$ cat src/rtl/clkgen_pkg.sv
package clkgen_pkg;
    typedef enum logic [1:0] {
        ST_HALT = 2'd0,
        ST_LOAD = 2'd1,
        ST_RUN  = 2'd2
    } gen_state_t;
endpackage

$ cat src/rtl/clkgen_ctrl.sv
module clkgen_ctrl
    import clkgen_pkg::*;
#(
    parameter int NUM_W  = 8,
    parameter int BDIV_W = 6
) (
    input  logic              clk,
    input  logic              rst_n,
    input  logic [NUM_W-1:0]  num_i,
    input  logic [NUM_W-1:0]  den_i,
    input  logic [BDIV_W-1:0] bdiv_i,
    output logic              clr_o,
    output logic              run_o,
    output logic              en_o
);
    localparam int CFG_W = 2*NUM_W + BDIV_W;

    gen_state_t state_q, state_d;
    logic [CFG_W-1:0] cfg_now, cfg_q;
    logic cfg_change, cfg_legal;

    assign cfg_now    = {num_i, den_i, bdiv_i};
    assign cfg_change = (cfg_now != cfg_q);
    assign cfg_legal  = (num_i != '0) && (den_i != '0) && (num_i <= den_i);

    // state register
    always_ff @(posedge clk or negedge rst_n) begin
        if (!rst_n) begin
            state_q <= ST_HALT;
            cfg_q   <= '0;
        end else begin
            state_q <= state_d;
            cfg_q   <= cfg_now;
        end
    end

    // next state
    always_comb begin
        state_d = state_q;
        if (cfg_change) begin
            state_d = ST_LOAD;
        end else begin
            unique case (state_q)
                ST_HALT: state_d = ST_HALT;
                ST_LOAD: state_d = cfg_legal ? ST_RUN : ST_HALT;
                ST_RUN:  state_d = ST_RUN;
                default: state_d = ST_HALT;
            endcase
        end
    end

    // outputs
    always_comb begin
        clr_o = cfg_change;
        run_o = 1'b0;
        en_o  = 1'b0;
        unique case (state_q)
            ST_HALT: ;
            ST_LOAD: clr_o = 1'b1;
            ST_RUN: begin
                en_o  = 1'b1;
                run_o = !cfg_change;
            end
            default: ;
        endcase
    end
endmodule

$ cat src/rtl/clkgen_frac_acc.sv
module clkgen_frac_acc #(
    parameter int NUM_W = 8
) (
    input  logic             clk,
    input  logic             rst_n,
    input  logic             clr_i,
    input  logic             run_i,
    input  logic [NUM_W-1:0] num_i,
    input  logic [NUM_W-1:0] den_i,
    output logic             hit_o,
    output logic             lvl_o,
    output logic             stb_o
);
    localparam int ACC_W = NUM_W + 1;

    logic [ACC_W-1:0] phase_q, phase_sum, den_ext;

    assign den_ext   = {1'b0, den_i};
    assign phase_sum = phase_q + {1'b0, num_i};
    assign hit_o     = run_i && (phase_sum >= den_ext);

    always_ff @(posedge clk or negedge rst_n) begin
        if (!rst_n) begin
            phase_q <= '0;
            lvl_o   <= 1'b0;
            stb_o   <= 1'b0;
        end else if (clr_i) begin
            phase_q <= '0;
            lvl_o   <= 1'b0;
            stb_o   <= 1'b0;
        end else begin
            stb_o <= hit_o;
            if (run_i) begin
                phase_q <= hit_o ? (phase_sum - den_ext) : phase_sum;
            end
            if (hit_o) begin
                lvl_o <= !lvl_o;
            end
        end
    end
endmodule

$ cat src/rtl/clkgen_bit_div.sv
module clkgen_bit_div #(
    parameter int BDIV_W = 6
) (
    input  logic              clk,
    input  logic              rst_n,
    input  logic              clr_i,
    input  logic              hit_i,
    input  logic [BDIV_W-1:0] bdiv_i,
    output logic              lvl_o,
    output logic              stb_o
);
    logic [BDIV_W-1:0] cnt_q;
    logic              wrap;

    assign wrap = hit_i && (cnt_q == bdiv_i);

    always_ff @(posedge clk or negedge rst_n) begin
        if (!rst_n) begin
            cnt_q <= '0;
            lvl_o <= 1'b0;
            stb_o <= 1'b0;
        end else if (clr_i) begin
            cnt_q <= '0;
            lvl_o <= 1'b0;
            stb_o <= 1'b0;
        end else begin
            stb_o <= wrap;
            if (wrap) begin
                cnt_q <= '0;
                lvl_o <= !lvl_o;
            end else if (hit_i) begin
                cnt_q <= cnt_q + 1'b1;
            end
        end
    end
endmodule

$ cat src/rtl/frac_audio_clkgen.sv
module frac_audio_clkgen #(
    parameter int NUM_W  = 8,
    parameter int BDIV_W = 6
) (
    input  logic              clk,
    input  logic              rst_n,
    input  logic [NUM_W-1:0]  num_i,
    input  logic [NUM_W-1:0]  den_i,
    input  logic [BDIV_W-1:0] bdiv_i,
    output logic              mclk_en_o,
    output logic              mclk_o,
    output logic              mclk_stb_o,
    output logic              bclk_o,
    output logic              bclk_stb_o
);
    logic clr, run, hit;

    clkgen_ctrl #(.NUM_W(NUM_W), .BDIV_W(BDIV_W)) u_ctrl (
        .clk(clk), .rst_n(rst_n),
        .num_i(num_i), .den_i(den_i), .bdiv_i(bdiv_i),
        .clr_o(clr), .run_o(run), .en_o(mclk_en_o)
    );

    clkgen_frac_acc #(.NUM_W(NUM_W)) u_acc (
        .clk(clk), .rst_n(rst_n),
        .clr_i(clr), .run_i(run),
        .num_i(num_i), .den_i(den_i),
        .hit_o(hit), .lvl_o(mclk_o), .stb_o(mclk_stb_o)
    );

    clkgen_bit_div #(.BDIV_W(BDIV_W)) u_bdiv (
        .clk(clk), .rst_n(rst_n),
        .clr_i(clr), .hit_i(hit), .bdiv_i(bdiv_i),
        .lvl_o(bclk_o), .stb_o(bclk_stb_o)
    );
endmodule

$ cat config.mk
export PLATFORM = sky130hd
export DESIGN_NAME = frac_audio_clkgen
export DESIGN_NICKNAME = d
export VERILOG_FILES = /design/src/rtl/clkgen_pkg.sv /design/src/rtl/clkgen_ctrl.sv /design/src/rtl/clkgen_frac_acc.sv /design/src/rtl/clkgen_bit_div.sv /design/src/rtl/frac_audio_clkgen.sv
export SDC_FILE = /design/constraint.sdc
export NUM_CORES = 1
export LEC_CHECK = 0
export CAP_MARGIN = 15
export CORE_MARGIN = 2
export CORE_UTILIZATION = 55
export CTS_BUF_LIST = sky130_fd_sc_hd__clkbuf_8
export DETAILED_ROUTE_END_ITERATION = 10
export GPL_TIMING_DRIVEN = 1
export MAX_ROUTING_LAYER = met4
export PLACE_DENSITY = 0.77
export REMOVE_ABC_BUFFERS = 1
export SLEW_MARGIN = 20
export SYNTH_ARGS = -nofsm -noshare
export SYNTH_HDL_FRONTEND = slang
export SYNTH_SLANG_ARGS = --single-unit
export TNS_END_PERCENT = 10
$ cat constraint.sdc
create_clock -name clk -period 5.66 [get_ports clk]
set_input_delay 0.566 -clock clk [delete_from_list [all_inputs] [get_ports clk]]
set_output_delay 0.566 -clock clk [all_outputs]
set_load 0.05 [all_outputs]
==> results.md, run 1 <==
- Run status: finished, final reports clean
- Die outline area: 0.00584 sq mm
- Number of setup violations in the final report: 0
- Post-DR wirelength/cell: 17.1 microns
- Commonest register cell after synthesis: sky130_fd_sc_hd__dfrtp_1
- Final Hold Vio Count: 0
- Number of resized instances in the post-cts repair step: 0
- Number of nets with antenna violations after routing: 0
- Hold bufs inserted after CTS: 0
- Critical path launch point type: primary input
- Clock tree from TritonCTS: yes
- Vias in the first global route: ~2400
- Synthesis-to-finish area growth: 16.0%
- Remaining max-slew budget at the tightest pin: 0.357
- Post-detailed-routing wire length: 6890 microns
- Portion of the post-synthesis area used by sequential elements: 0.373
- Buffers added on ports: 28
- Clock root buffer master: sky130_fd_sc_hd__clkbuf_8
- DRC violation count after routing: 0
- Worst reg2reg path depth: 16
- Wire length of the first global-routing pass: between 10000 and 15000 microns
- Met2 track demand over resource in global routing: 0.404
- Data arrival time at the worst-slack endpoint: 4630 ps
- Actual transition at the worst max-transition pin: 965 ps
- Count of synthesis-stage warnings from yosys: 0
- Longest Clk Path Bufs: 2
- DRT iter0 DRCs: 117
- Area of the mapped netlist: 0.00289 sq mm
- Routed vias/inst: around 6
- Initial antenna violation count: 0
- EDFF count, synth: 0
- Post-CTS setup buffer count: 0
- Biggest fanout along the worst timing path: 8
- End of the worst register-to-register path: u_acc.phase_q[1]
- Top-Level Pins: 29
- Largest net degree at the start of global routing: 44
- Post-route clock skew: ~7.9 ps
- Share of final-layout standard cells stronger than drive strength 1: 0.0512
- Overall fraction of global-route tracks in use: 0.255
- Worst endpoint required time: 5890 ps
- Final GP Congestion: 0.956
- RSZ-0062 raised after global routing: false
- Core Footprint: ~0.0051 sq mm
- Number of sinks driven by the clock tree: 43
- Number of standard cells after synthesis: 300
- Mean instance size in the synthesized netlist: 9.62 sq um
- Setup total negative slack: 0 ps
- RR Startpoint: u_acc.phase_q[0]
- Antenna diodes: 0
- Half-perimeter wire length after detailed placement: 5180 microns
- Number of different library cells in the post-synthesis netlist: 48
- Inst Count DP: approximately 390
- Met1 global-route usage: 0.340
- Class of the tightest hold or removal check: in -> async
- Post-Layout Cell Count: about 400
- Total Nets Final: 384
- Number of placement rows: 26
- H-Tree Level Count: 2
- Fmax achieved: roughly 0.23 GHz
- DR vias: about 2400
- Areal power density over the cells: 202 mW/mm^2
- Max Transition Viols Final: 0
- Post-route fraction of the period consumed by the critical path: 0.777
- Utilization after layout: 0.660
- MaxCap Viol Count: 0
- Final setup slack of the worst path: 1260 ps
- Static Leakage: roughly 1.4 nW
- Detailed Routing Iterations Pass 1: 4
- Total grt overflow: 0
- Width of the die: 76.4 microns
- Global routing's busiest layer: met2
- Flop and latch count out of synthesis: 43
- Clock buffer count from CTS: 5
- Pre-CTS WS: 1030 ps
- Starting density of the core: 0.569
- Final critical delay including setup and external delays: 4400 ps
- Die Y: 76.4 microns
- Worst setup EP type: flip-flop
- Worst setup slack for register-to-register paths: 1840 ps
- Peak supply drop: 0.000137 V
- Asr flop ratio synth: 1.00
- Register clock-pin slew on the reported worst setup and hold paths: 90 ps
- Clock latency at the later pin of the worst-skew pair: roughly 300 ps
- Category of the critical setup timing path: in -> reg
- Met3 Resource Use GR: 0.0367
[routing by layer]
metal / wire [microns] / vias up / share of wire
met1: 3130 / 1149 / 0.45
met3: 305 / 13 / 0.044
met5: 0 / - / 0
li1: - / 1161 / -
met4: 162 / 0 / 0.024
met2: 3290 / 63 / 0.48
[state kept, by name, indices dropped and copies added, names as in the netlist]
register        flops
u_acc.phase_q       9
u_bdiv.cnt_q        6
u_bdiv.lvl_o        1
u_ctrl.state_q      2
u_ctrl.cfg_q       22
u_bdiv.stb_o        1
u_acc.stb_o         1
u_acc.lvl_o         1
[cell type report]
cell class	count	area, sq um
clock buffer	5	68.8
sequential	43	1080
multi-input combinational	233	1720
timing repair buffer	29	283
clock inverter	3	43.8
tap	70	87.6
inverter	19	71.3
fill	425	1730
[cells in the final DEF, fill, tap and decap left out, drive strengths merged, types with 3 or more instances in the layout]
cell            n
ha             27
o21ai          19
or4             3
nor4           10
a21o            5
xnor2          11
nor2           17
and3            4
a31oi           6
nor2b           5
or3             6
clkdlybuf4s50  27
nand3           5
xor2           24
a21oi          17
or3b            3
nand2          17
nor3            8
a211oi          6
o21a            6
clkbuf          5
dfrtp          43
nand2b          4
inv            19
nand4           5
[synthesized netlist by cell type (3+ instances only)]
cell / number / share of area
sky130_fd_sc_hd__nand3_1: 5 / 0.0087
sky130_fd_sc_hd__nand2b_1: 4 / 0.0087
sky130_fd_sc_hd__or3_1: 6 / 0.013
sky130_fd_sc_hd__clkbuf_1: 3 / 0.0039
sky130_fd_sc_hd__a21oi_1: 17 / 0.029
sky130_fd_sc_hd__nor4_1: 10 / 0.022
sky130_fd_sc_hd__xor2_1: 24 / 0.073
sky130_fd_sc_hd__a31oi_1: 6 / 0.013
sky130_fd_sc_hd__nor2b_1: 5 / 0.011
sky130_fd_sc_hd__and3_1: 4 / 0.0087
sky130_fd_sc_hd__xnor2_1: 9 / 0.027
sky130_fd_sc_hd__dfrtp_1: 43 / 0.37
sky130_fd_sc_hd__nor2_1: 17 / 0.022
sky130_fd_sc_hd__o21a_1: 6 / 0.016
sky130_fd_sc_hd__nand4_1: 5 / 0.011
sky130_fd_sc_hd__ha_1: 27 / 0.12
sky130_fd_sc_hd__or4_1: 3 / 0.0078
sky130_fd_sc_hd__inv_1: 19 / 0.025
sky130_fd_sc_hd__a21o_1: 5 / 0.013
sky130_fd_sc_hd__nor3_1: 8 / 0.014
sky130_fd_sc_hd__nand2_1: 17 / 0.022
sky130_fd_sc_hd__or3b_1: 3 / 0.0091
sky130_fd_sc_hd__o21ai_0: 18 / 0.031
sky130_fd_sc_hd__a211oi_1: 6 / 0.016
[through the flow]
step | hold slack (ps) | cell area (sq um) | power, mW
after floorplan | 270 | 2870 | 0.389
after global placement | 524 | 3240 | 0.436
after detailed placement | 534 | 3240 | 0.439
after CTS | 445 | 3350 | 0.679
after global routing | 495 | 3350 | 0.706
final | 417 | 3350 | 0.677
[kinds of logic (layout without fill, tap and decap cells)]
kind of cell               after synthesis  in the layout  synth area share
AOI/OAI and AO/OA                       76             76             0.175
xor gates and xnor gates                35             35             0.115
adders and majority gates               29             29             0.131
buffers and inverters                   24             56            0.0321
DFF                                     43             43             0.373
muxes                                    2              2           0.00694
and+or+nand+nor                         91             91             0.167
[worst max-delay path: stages]
cell,delay (ps)
sky130_fd_sc_hd__clkdlybuf4s50_1,620
sky130_fd_sc_hd__ha_1,270
sky130_fd_sc_hd__inv_1,70
sky130_fd_sc_hd__fa_1,410
sky130_fd_sc_hd__nor2b_1,170
sky130_fd_sc_hd__o31a_2,180
sky130_fd_sc_hd__o21a_1,110
sky130_fd_sc_hd__nor2_1,50
sky130_fd_sc_hd__xnor2_1,200
sky130_fd_sc_hd__ha_1,320
sky130_fd_sc_hd__a21o_1,180
sky130_fd_sc_hd__a21oi_1,160
sky130_fd_sc_hd__nand2_1,80
sky130_fd_sc_hd__a21oi_1,470
sky130_fd_sc_hd__nand2_1,150
sky130_fd_sc_hd__a2111oi_0,460
sky130_fd_sc_hd__a31o_2,160
[how the worst max path moves through the flow]
| stage | end | start | depth (start not counted) | slack [ps] |
|---|---|---|---|---|
| 3_5_place_dp | u_acc.phase_q[1] | num_i[0] | 17 | 1030 |
| 5_1_grt | u_acc.phase_q[1] | num_i[0] | 17 | 900 |
| 4_1_cts | u_acc.phase_q[1] | num_i[0] | 17 | 1290 |
| 2_1_floorplan | u_acc.phase_q[1] | num_i[0] | 16 | 2170 |
| 6_report | u_acc.phase_q[1] | num_i[0] | 17 | 1260 |
| 3_3_place_gp | u_acc.phase_q[1] | num_i[0] | 17 | 1140 |
[power by group]
part	leakage (nW)	internal, mW	switching, mW
Clock	0.0581	0.131	0.109
Sequential	0.545	0.315	0.00385
Combinational	0.833	0.0506	0.0670
Total	1.44	0.497	0.180
(Power assumes the default switching activity.)
==> inputs of run 2 (changes only) <==
--- a/config.mk
+++ b/config.mk
@@ -7,12 +7,12 @@
 export LEC_CHECK = 0
 export CAP_MARGIN = 15
 export CORE_MARGIN = 2
-export CORE_UTILIZATION = 55
+export CORE_UTILIZATION = 53
 export CTS_BUF_LIST = sky130_fd_sc_hd__clkbuf_8
 export DETAILED_ROUTE_END_ITERATION = 10
 export GPL_TIMING_DRIVEN = 1
 export MAX_ROUTING_LAYER = met4
-export PLACE_DENSITY = 0.77
+export PLACE_DENSITY = 0.78
 export REMOVE_ABC_BUFFERS = 1
 export SLEW_MARGIN = 20
 export SYNTH_ARGS = -nofsm -noshare
==> constraint.sdc (replaced) <==
create_clock -name clk -period 3.7 [get_ports clk]
set_input_delay 0.37 -clock clk [delete_from_list [all_inputs] [get_ports clk]]
set_output_delay 0.37 -clock clk [all_outputs]
set_load 0.05 [all_outputs]
==> run 2 against run 1 <==
Effect of this change:
- sequential power rose by 53%
- sequential share of layout area shrank 3.2 points
- combinational power grew 93%
- clock skew is 3.4 ps higher
- largest cell class unchanged
- highest routed layer unchanged
==> results.md, run 2 (synthesized netlist as in run 1, its figures left out) <==
- Run status: finished, final reports clean
- Post-route fraction of the period consumed by the critical path: 0.969
- Post-Layout Cell Count: 447 (+11%)
- Die Y: 77.8 microns (+1.8%)
- Top-Level Pins: 29 (unchanged)
- Starting density of the core: 0.558 (-0.0107)
- Post-DR wirelength/cell: 17.2 microns (+0.16%)
- Fmax achieved: 0.279 GHz
- Clock root buffer master: sky130_fd_sc_hd__clkbuf_8
- Max Transition Viols Final: 0 (unchanged)
- Synthesis-to-finish area growth: 29.0%
- Final setup slack of the worst path: 116 ps (-1140 ps)
- Half-perimeter wire length after detailed placement: 5630 microns (+8.6%)
- Clock buffer count from CTS: 5 (unchanged)
- Largest registers: u_ctrl.cfg_q: 22 flops, u_acc.phase_q: 9 flops, u_bdiv.cnt_q: 6 flops
- Buffers added on ports: 28 (unchanged)
- Setup total negative slack: 0 ps (unchanged)
- Final critical delay including setup and external delays: 3580 ps
- Width of the die: 77.8 microns (+1.8%)
- Pre-CTS WS: -428 ps (-1450 ps)
- Utilization after layout: 0.720 (+0.0601)
- CP peak stage delay: 510 ps (-110 ps)
- Longest Clk Path Bufs: 2 (unchanged)
- DR vias: 2654 (+11%)
- Top routing layer in use: met4
- Vias in the first global route: 2529 (+7.5%)
- Final Hold Vio Count: 0 (unchanged)
- Metal2 WL: 3750 microns (+14%)
- MaxCap Viol Count: 0 (unchanged)
- Number of nets with antenna violations after routing: 0 (unchanged)
- Core Footprint: 0.00517 sq mm (+1.9%)
- Worst reg2reg path depth: 16 (unchanged)
- Inst Count DP: 437 (+11%)
- Wire length of the first global-routing pass: 12200 microns (+5.5%)
- Register clock-pin slew on the reported worst setup and hold paths: 100 ps (about the same)
- Total grt overflow: 0 (unchanged)
- Most frequent standard cell in the layout excluding fill and tap cells: sky130_fd_sc_hd__buf_4
- Post-detailed-routing wire length: 7680 microns (+11%)
- Hold bufs inserted after CTS: 0 (unchanged)
- Routed vias/inst: 5.94 (about the same)
- Worst setup EP type: flip-flop
- Share of final-layout standard cells stronger than drive strength 1: 0.191 (+0.140)
- Static Leakage: 1.65 nW (+15%)
- Worst endpoint required time: 3920 ps (-1970 ps)
- Die outline area: 0.00605 sq mm (+3.6%)
- H-Tree Level Count: 2 (unchanged)
- Areal power density over the cells: 276 mW/mm^2 (+37%)
- Clock tree from TritonCTS: yes
- Category of the critical setup timing path: in -> reg
- Data arrival time at the worst-slack endpoint: 3800 ps (-830 ps)
- Final GP Congestion: 0.865 (-9.5%)
- Remaining max-slew budget at the tightest pin: 0.373 (+0.0158)
- Largest net degree at the start of global routing: 44 (unchanged)
- Actual transition at the worst max-transition pin: 941 ps (-23.8 ps)
- Cell with the largest stage delay on the worst path: sky130_fd_sc_hd__clkdlybuf4s50_1
- Detailed route wirelength on metal3: 367 microns (+20%)
- Number of setup violations in the final report: 0 (unchanged)
- Class of the tightest hold or removal check: in -> async
- Biggest register: u_ctrl.cfg_q
- Sum of routed wire segments on met1: 3350 microns (+7.0%)
- Antenna diodes: 0 (unchanged)
- Commonest non-fill, non-tap cells in the layout: sky130_fd_sc_hd__buf_4, sky130_fd_sc_hd__dfrtp_1, sky130_fd_sc_hd__ha_1, sky130_fd_sc_hd__clkdlybuf4s50_1, sky130_fd_sc_hd__xor2_1
- Peak supply drop: 0.000142 V (+3.4%)
- Total Nets Final: 429 (+12%)
- DRC violation count after routing: 0 (unchanged)
- Critical path launch point type: primary input
- Series of cell instances along the critical path: clkdlybuf4s50_1, ha_1, a211oi_2, nor2_1, nor3_2, o21bai_1, a21oi_1, xor2_1, inv_1, ha_1, and3_1, nand4_1, nand2_2, a21oi_2, a2111o_1, or3b_1, a21oi_2
- Detailed Routing Iterations Pass 1: 5 (+1)
- Post-route clock skew: 11.3 ps (+3.37 ps)
- Clock latency at the later pin of the worst-skew pair: 300 ps (about the same)
- Max reg flops: 22 (unchanged)
- Number of sinks driven by the clock tree: 43 (unchanged)
- Final worst hold slack: 206 ps (-211 ps)
- Number of placement rows: 26 (unchanged)
- DRT iter0 DRCs: 220 (+88%)
- Initial antenna violation count: 0 (unchanged)
- Overall fraction of global-route tracks in use: 0.262 (+0.00678)
- Biggest fanout along the worst timing path: 6 (-2)
-- run 2: final timing paths --
| path | startpoint | to | slack (ps) |
|---|---|---|---|
| min | rst_n | u_ctrl.cfg_q[6] | 210 |
| max reg2reg | u_acc.phase_q[0] | u_acc.phase_q[1] | 170 |
| max in group asynchronous | rst_n | u_bdiv.cnt_q[5] | 2900 |
| max | num_i[1] | u_bdiv.cnt_q[2] | 120 |
| min in group clk | num_i[0] | u_ctrl.cfg_q[14] | 460 |
| min reg2reg | u_ctrl.state_q[1] | u_ctrl.state_q[1] | 550 |
-- run 2: power breakdown --
group,internal (mW),switching (mW)
logic,0.113,0.115
registers,0.482,0.00537
clock network,0.135,0.179
total,0.730,0.300
-- run 2: worst max-delay path: cells and delay by family --
kind,cells,cell delay [ps]
xor gates and xnor gates,1,210
buffers and inverters,2,580
and+or+nand+nor,6,1040
AOI/OAI and AO/OA,6,1050
adders and majority gates,2,560
-- run 2: metrics by stage --
stage	instance area, sq um	total power [mW]
detailed placement	3560	0.710
global placement	3560	0.703
CTS	3660	1.02
global route	3720	1.08
finish	3720	1.03
floorplan	2870	0.596
-- run 2: cell type report --
cell class,instances,area (sq um)
multi-input cells,233,1770
fillers,383,1450
flip-flops and latches,43,1080
repair buffers,74,623
well taps,70,87.6
inverters,19,71.3
clock buffers,5,68.8
clock inverters,3,23.8
-- run 2: per-layer routing --
layer,vias up,GRT usage
li1,1248,-
met1,1272,0.338
met2,107,0.421
met3,27,0.0384
met4,0,0.0964
met5,-,-
-- run 2: timing repair --
action | in CTS | in global routing
resized for setup | 2 | 12
setup endpoints to repair | 9 | 18
pin swaps | 0 | 6
setup buffers | 0 | 2
==> inputs of run 3 (changes only) <==
==> constraint.sdc (replaced) <==
create_clock -name clk -period 3.7 [get_ports clk]
set_input_delay 0.74 -clock clk [delete_from_list [all_inputs] [get_ports clk]]
set_output_delay 0.74 -clock clk [all_outputs]
set_load 0.05 [all_outputs]
==> run 3 against run 2 <==
Effect of this change:
- critical path depth stayed put
- register-to-register slack is essentially flat
- combinational power up 11%
- maximum frequency fell by 1.0%
- highest routed layer unchanged
- clock skew down 0.60 ps
- utilization is 3.6 points higher
- die area did not move
- via count rose by 3.7%
==> results.md, run 3 (synthesized netlist as in run 1, its figures left out) <==
- Run status: finished, final reports clean
- Worst hold path cell count: 2
- Number of nets with antenna violations after routing: 0 (unchanged)
- Routed vias/inst: 5.93 (-0.11%)
- Worst reg2reg path depth: 16 (unchanged)
- Final critical delay including setup and external delays: 3620 ps (+36.9 ps)
- Share of final-layout standard cells stronger than drive strength 1: 0.241 (+0.0501)
- Static Leakage: 1.74 nW (+5.5%)
- Number of placement rows: 26 (unchanged)
- Switching power: 319 uW (+6.4%)
- Antenna diodes: 0 (unchanged)
- Inst Count DP: 449 (+2.7%)
- Peak supply drop: 0.000152 V (+7.4%)
- Largest registers: u_ctrl.cfg_q: 22 flops, u_acc.phase_q: 9 flops, u_bdiv.cnt_q: 6 flops
- Die outline area: 0.00605 sq mm (unchanged)
- Clock latency at the later pin of the worst-skew pair: 310 ps (about the same)
- Share of power burned in the clock network: 0.304 (about the same)
- Areal power density over the cells: 272 mW/mm^2 (-1.6%)
- Top-Level Pins: 29 (unchanged)
- Total grt overflow: 0 (unchanged)
- Synthesis-to-finish area growth: 35.4%
- Biggest register: u_ctrl.cfg_q
- DR vias: 2752 (+3.7%)
- Width of the die: 77.8 microns (unchanged)
- Largest net degree at the start of global routing: 44 (unchanged)
- Startpoint of the most critical hold path: u_acc.lvl_o
- Longest Clk Path Bufs: 2 (unchanged)
- Final GP Congestion: 0.925 (+6.9%)
- MaxCap Viol Count: 0 (unchanged)
- Detailed Routing Iterations Pass 1: 5 (unchanged)
- Design Area, Final: 0.00391 sq mm (+4.9%)
- Remaining max-slew budget at the tightest pin: 0.350 (-0.0223)
- Max Transition Viols Final: 0 (unchanged)
- Fmax achieved: 0.276 GHz (-1.0%)
- Category of the critical setup timing path: in -> reg
- Initial antenna violation count: 0 (unchanged)
- Buffers added on ports: 28 (unchanged)
- Min-Delay Endpoint: u_acc.lvl_o
- Register clock-pin slew on the reported worst setup and hold paths: 90 ps (about the same)
- Max reg flops: 22 (unchanged)
- Class of the tightest hold or removal check: reg -> reg
- Post-Layout Cell Count: 464 (+3.8%)
- H-Tree Level Count: 2 (unchanged)
- Overall power consumption: 1.06 mW (+3.3%)
- Flop pwr share: 0.458 (-0.015)
- Half-perimeter wire length after detailed placement: 5740 microns (+2.0%)
- RR Startpoint: u_acc.phase_q[1]
- Vias in the first global route: 2744 (+8.5%)
- Data arrival time at the worst-slack endpoint: 3860 ps (+60 ps)
- Post-detailed-routing wire length: 8330 microns (+8.5%)
- Wire length of the first global-routing pass: 13300 microns (+9.4%)
- Actual transition at the worst max-transition pin: 974 ps (+33.5 ps)
- Post-route clock skew: 10.7 ps (-0.601 ps)
- Starting density of the core: 0.558 (unchanged)
- Die Y: 77.8 microns (unchanged)
- Worst setup EP type: flip-flop
- Worst setup slack for register-to-register paths: 180 ps (about the same)
- Final worst hold slack: 547 ps (+341 ps)
- Clock buffer count from CTS: 5 (unchanged)
- Sw Ratio: 0.300 (+0.00890)
- Number of sinks driven by the clock tree: 43 (unchanged)
- Hold bufs inserted after CTS: 0 (unchanged)
- Post-route fraction of the period consumed by the critical path: 0.979 (+0.00998)
- Internal power contribution: 744 uW (+2.0%)
- Post-Place Cell Area: 0.00365 sq mm (+2.5%)
- Utilization after layout: 0.755 (+0.0356)
- Final Hold Vio Count: 0 (unchanged)
- DRC violation count after routing: 0 (unchanged)
- Critical path launch point type: primary input
- Biggest fanout along the worst timing path: 7 (+1)
- Commonest non-fill, non-tap cells in the layout: sky130_fd_sc_hd__buf_4, sky130_fd_sc_hd__dfrtp_1, sky130_fd_sc_hd__xor2_1, sky130_fd_sc_hd__ha_1, sky130_fd_sc_hd__clkdlybuf4s50_1
- End of the worst register-to-register path: u_bdiv.cnt_q[2]
- RSZ-0062 raised after global routing: true
- Overall fraction of global-route tracks in use: 0.288 (+0.0257)
- Worst endpoint required time: 3940 ps (+20 ps)
- Clock root buffer master: sky130_fd_sc_hd__clkbuf_8
- Portion of total power attributed to combinational logic: 0.238 (+0.017)
- Most frequent standard cell in the layout excluding fill and tap cells: sky130_fd_sc_hd__buf_4
- DRT iter0 DRCs: 173 (-21%)
- Core Footprint: 0.00517 sq mm (unchanged)
- Total Nets Final: 446 (+4.0%)
- Clock tree from TritonCTS: yes
- Number of setup violations in the final report: 0 (unchanged)
- Post-DR wirelength/cell: 18.0 microns (+4.6%)
## run 3: cell count changes in the layout (fill, tap and decap cells not counted), sizes merged
cell,change
buf,+18
clkbuf,+3
clkdlybuf4s50,-5
dlymetal6s2s,+1
## run 3: cell type report
| type | count | area, sq um |
|---|---|---|
| inverters | 19 | 71.3 |
| clock buffers | 5 | 68.8 |
| fillers | 347 | 1260 |
| well taps | 70 | 87.6 |
| clock inverters | 3 | 23.8 |
| flip-flops and latches | 43 | 1080 |
| repair buffers | 91 | 743 |
| multi-input cells | 233 | 1840 |
## run 3: what timing repair did
item	in CTS	in global routing
setup endpoints to repair	19	18
buffers inserted	2	5
resized for setup	14	22
pin swaps	8	22
hold endpoints to repair	0	0
## run 3: worst max path at each step
stage	cells after the start	endpoint	startpoint
2_1_floorplan	16	u_acc.phase_q[1]	num_i[0]
3_3_place_gp	17	u_acc.phase_q[1]	num_i[0]
3_5_place_dp	17	u_acc.phase_q[1]	num_i[0]
4_1_cts	17	u_bdiv.cnt_q[3]	num_i[0]
5_1_grt	17	u_bdiv.cnt_q[2]	num_i[1]
6_report	17	u_bdiv.cnt_q[2]	num_i[1]
## run 3: metrics by stage
stage / setup TNS [ps] / setup slack (ps)
final: 0 / 79.2
after floorplan: 0 / 34.4
after global placement: -9510 / -619
after detailed placement: -11430 / -721
after global routing: -256 / -79.1
after CTS: 0 / 4.14
## run 3: power groups by stage
| stage | registers [mW] | clock network (mW) | logic [mW] |
|---|---|---|---|
| floorplan | 0.496 | 0 | 0.100 |
| global placement | 0.496 | 0 | 0.216 |
| detailed placement | 0.497 | 0 | 0.221 |
| CTS | 0.487 | 0.324 | 0.233 |
| global route | 0.488 | 0.344 | 0.275 |
| finish | 0.487 | 0.323 | 0.253 |
## run 3: critical path, cell delays in order
cell	delay (ps)
sky130_fd_sc_hd__buf_8	100
sky130_fd_sc_hd__ha_4	240
sky130_fd_sc_hd__a211oi_2	200
sky130_fd_sc_hd__nor2_1	90
sky130_fd_sc_hd__nor3_1	220
sky130_fd_sc_hd__o21bai_1	100
sky130_fd_sc_hd__a21oi_1	180
sky130_fd_sc_hd__xor2_1	210
sky130_fd_sc_hd__inv_1	110
sky130_fd_sc_hd__ha_4	270
sky130_fd_sc_hd__and3_4	180
sky130_fd_sc_hd__nand4_1	100
sky130_fd_sc_hd__nand2_2	120
sky130_fd_sc_hd__a21oi_4	60
sky130_fd_sc_hd__a2111o_1	440
sky130_fd_sc_hd__or3b_1	360
sky130_fd_sc_hd__a21oi_1	140
## run 3: routing by layer
metal / up-vias / wire length (microns) / GRT usage
met1: 1340 / 3550 / 0.360
met3: 25 / 476 / 0.0453
met4: 0 / 250 / 0.0964
met5: - / 0 / -
met2: 107 / 4050 / 0.477
li1: 1280 / - / -
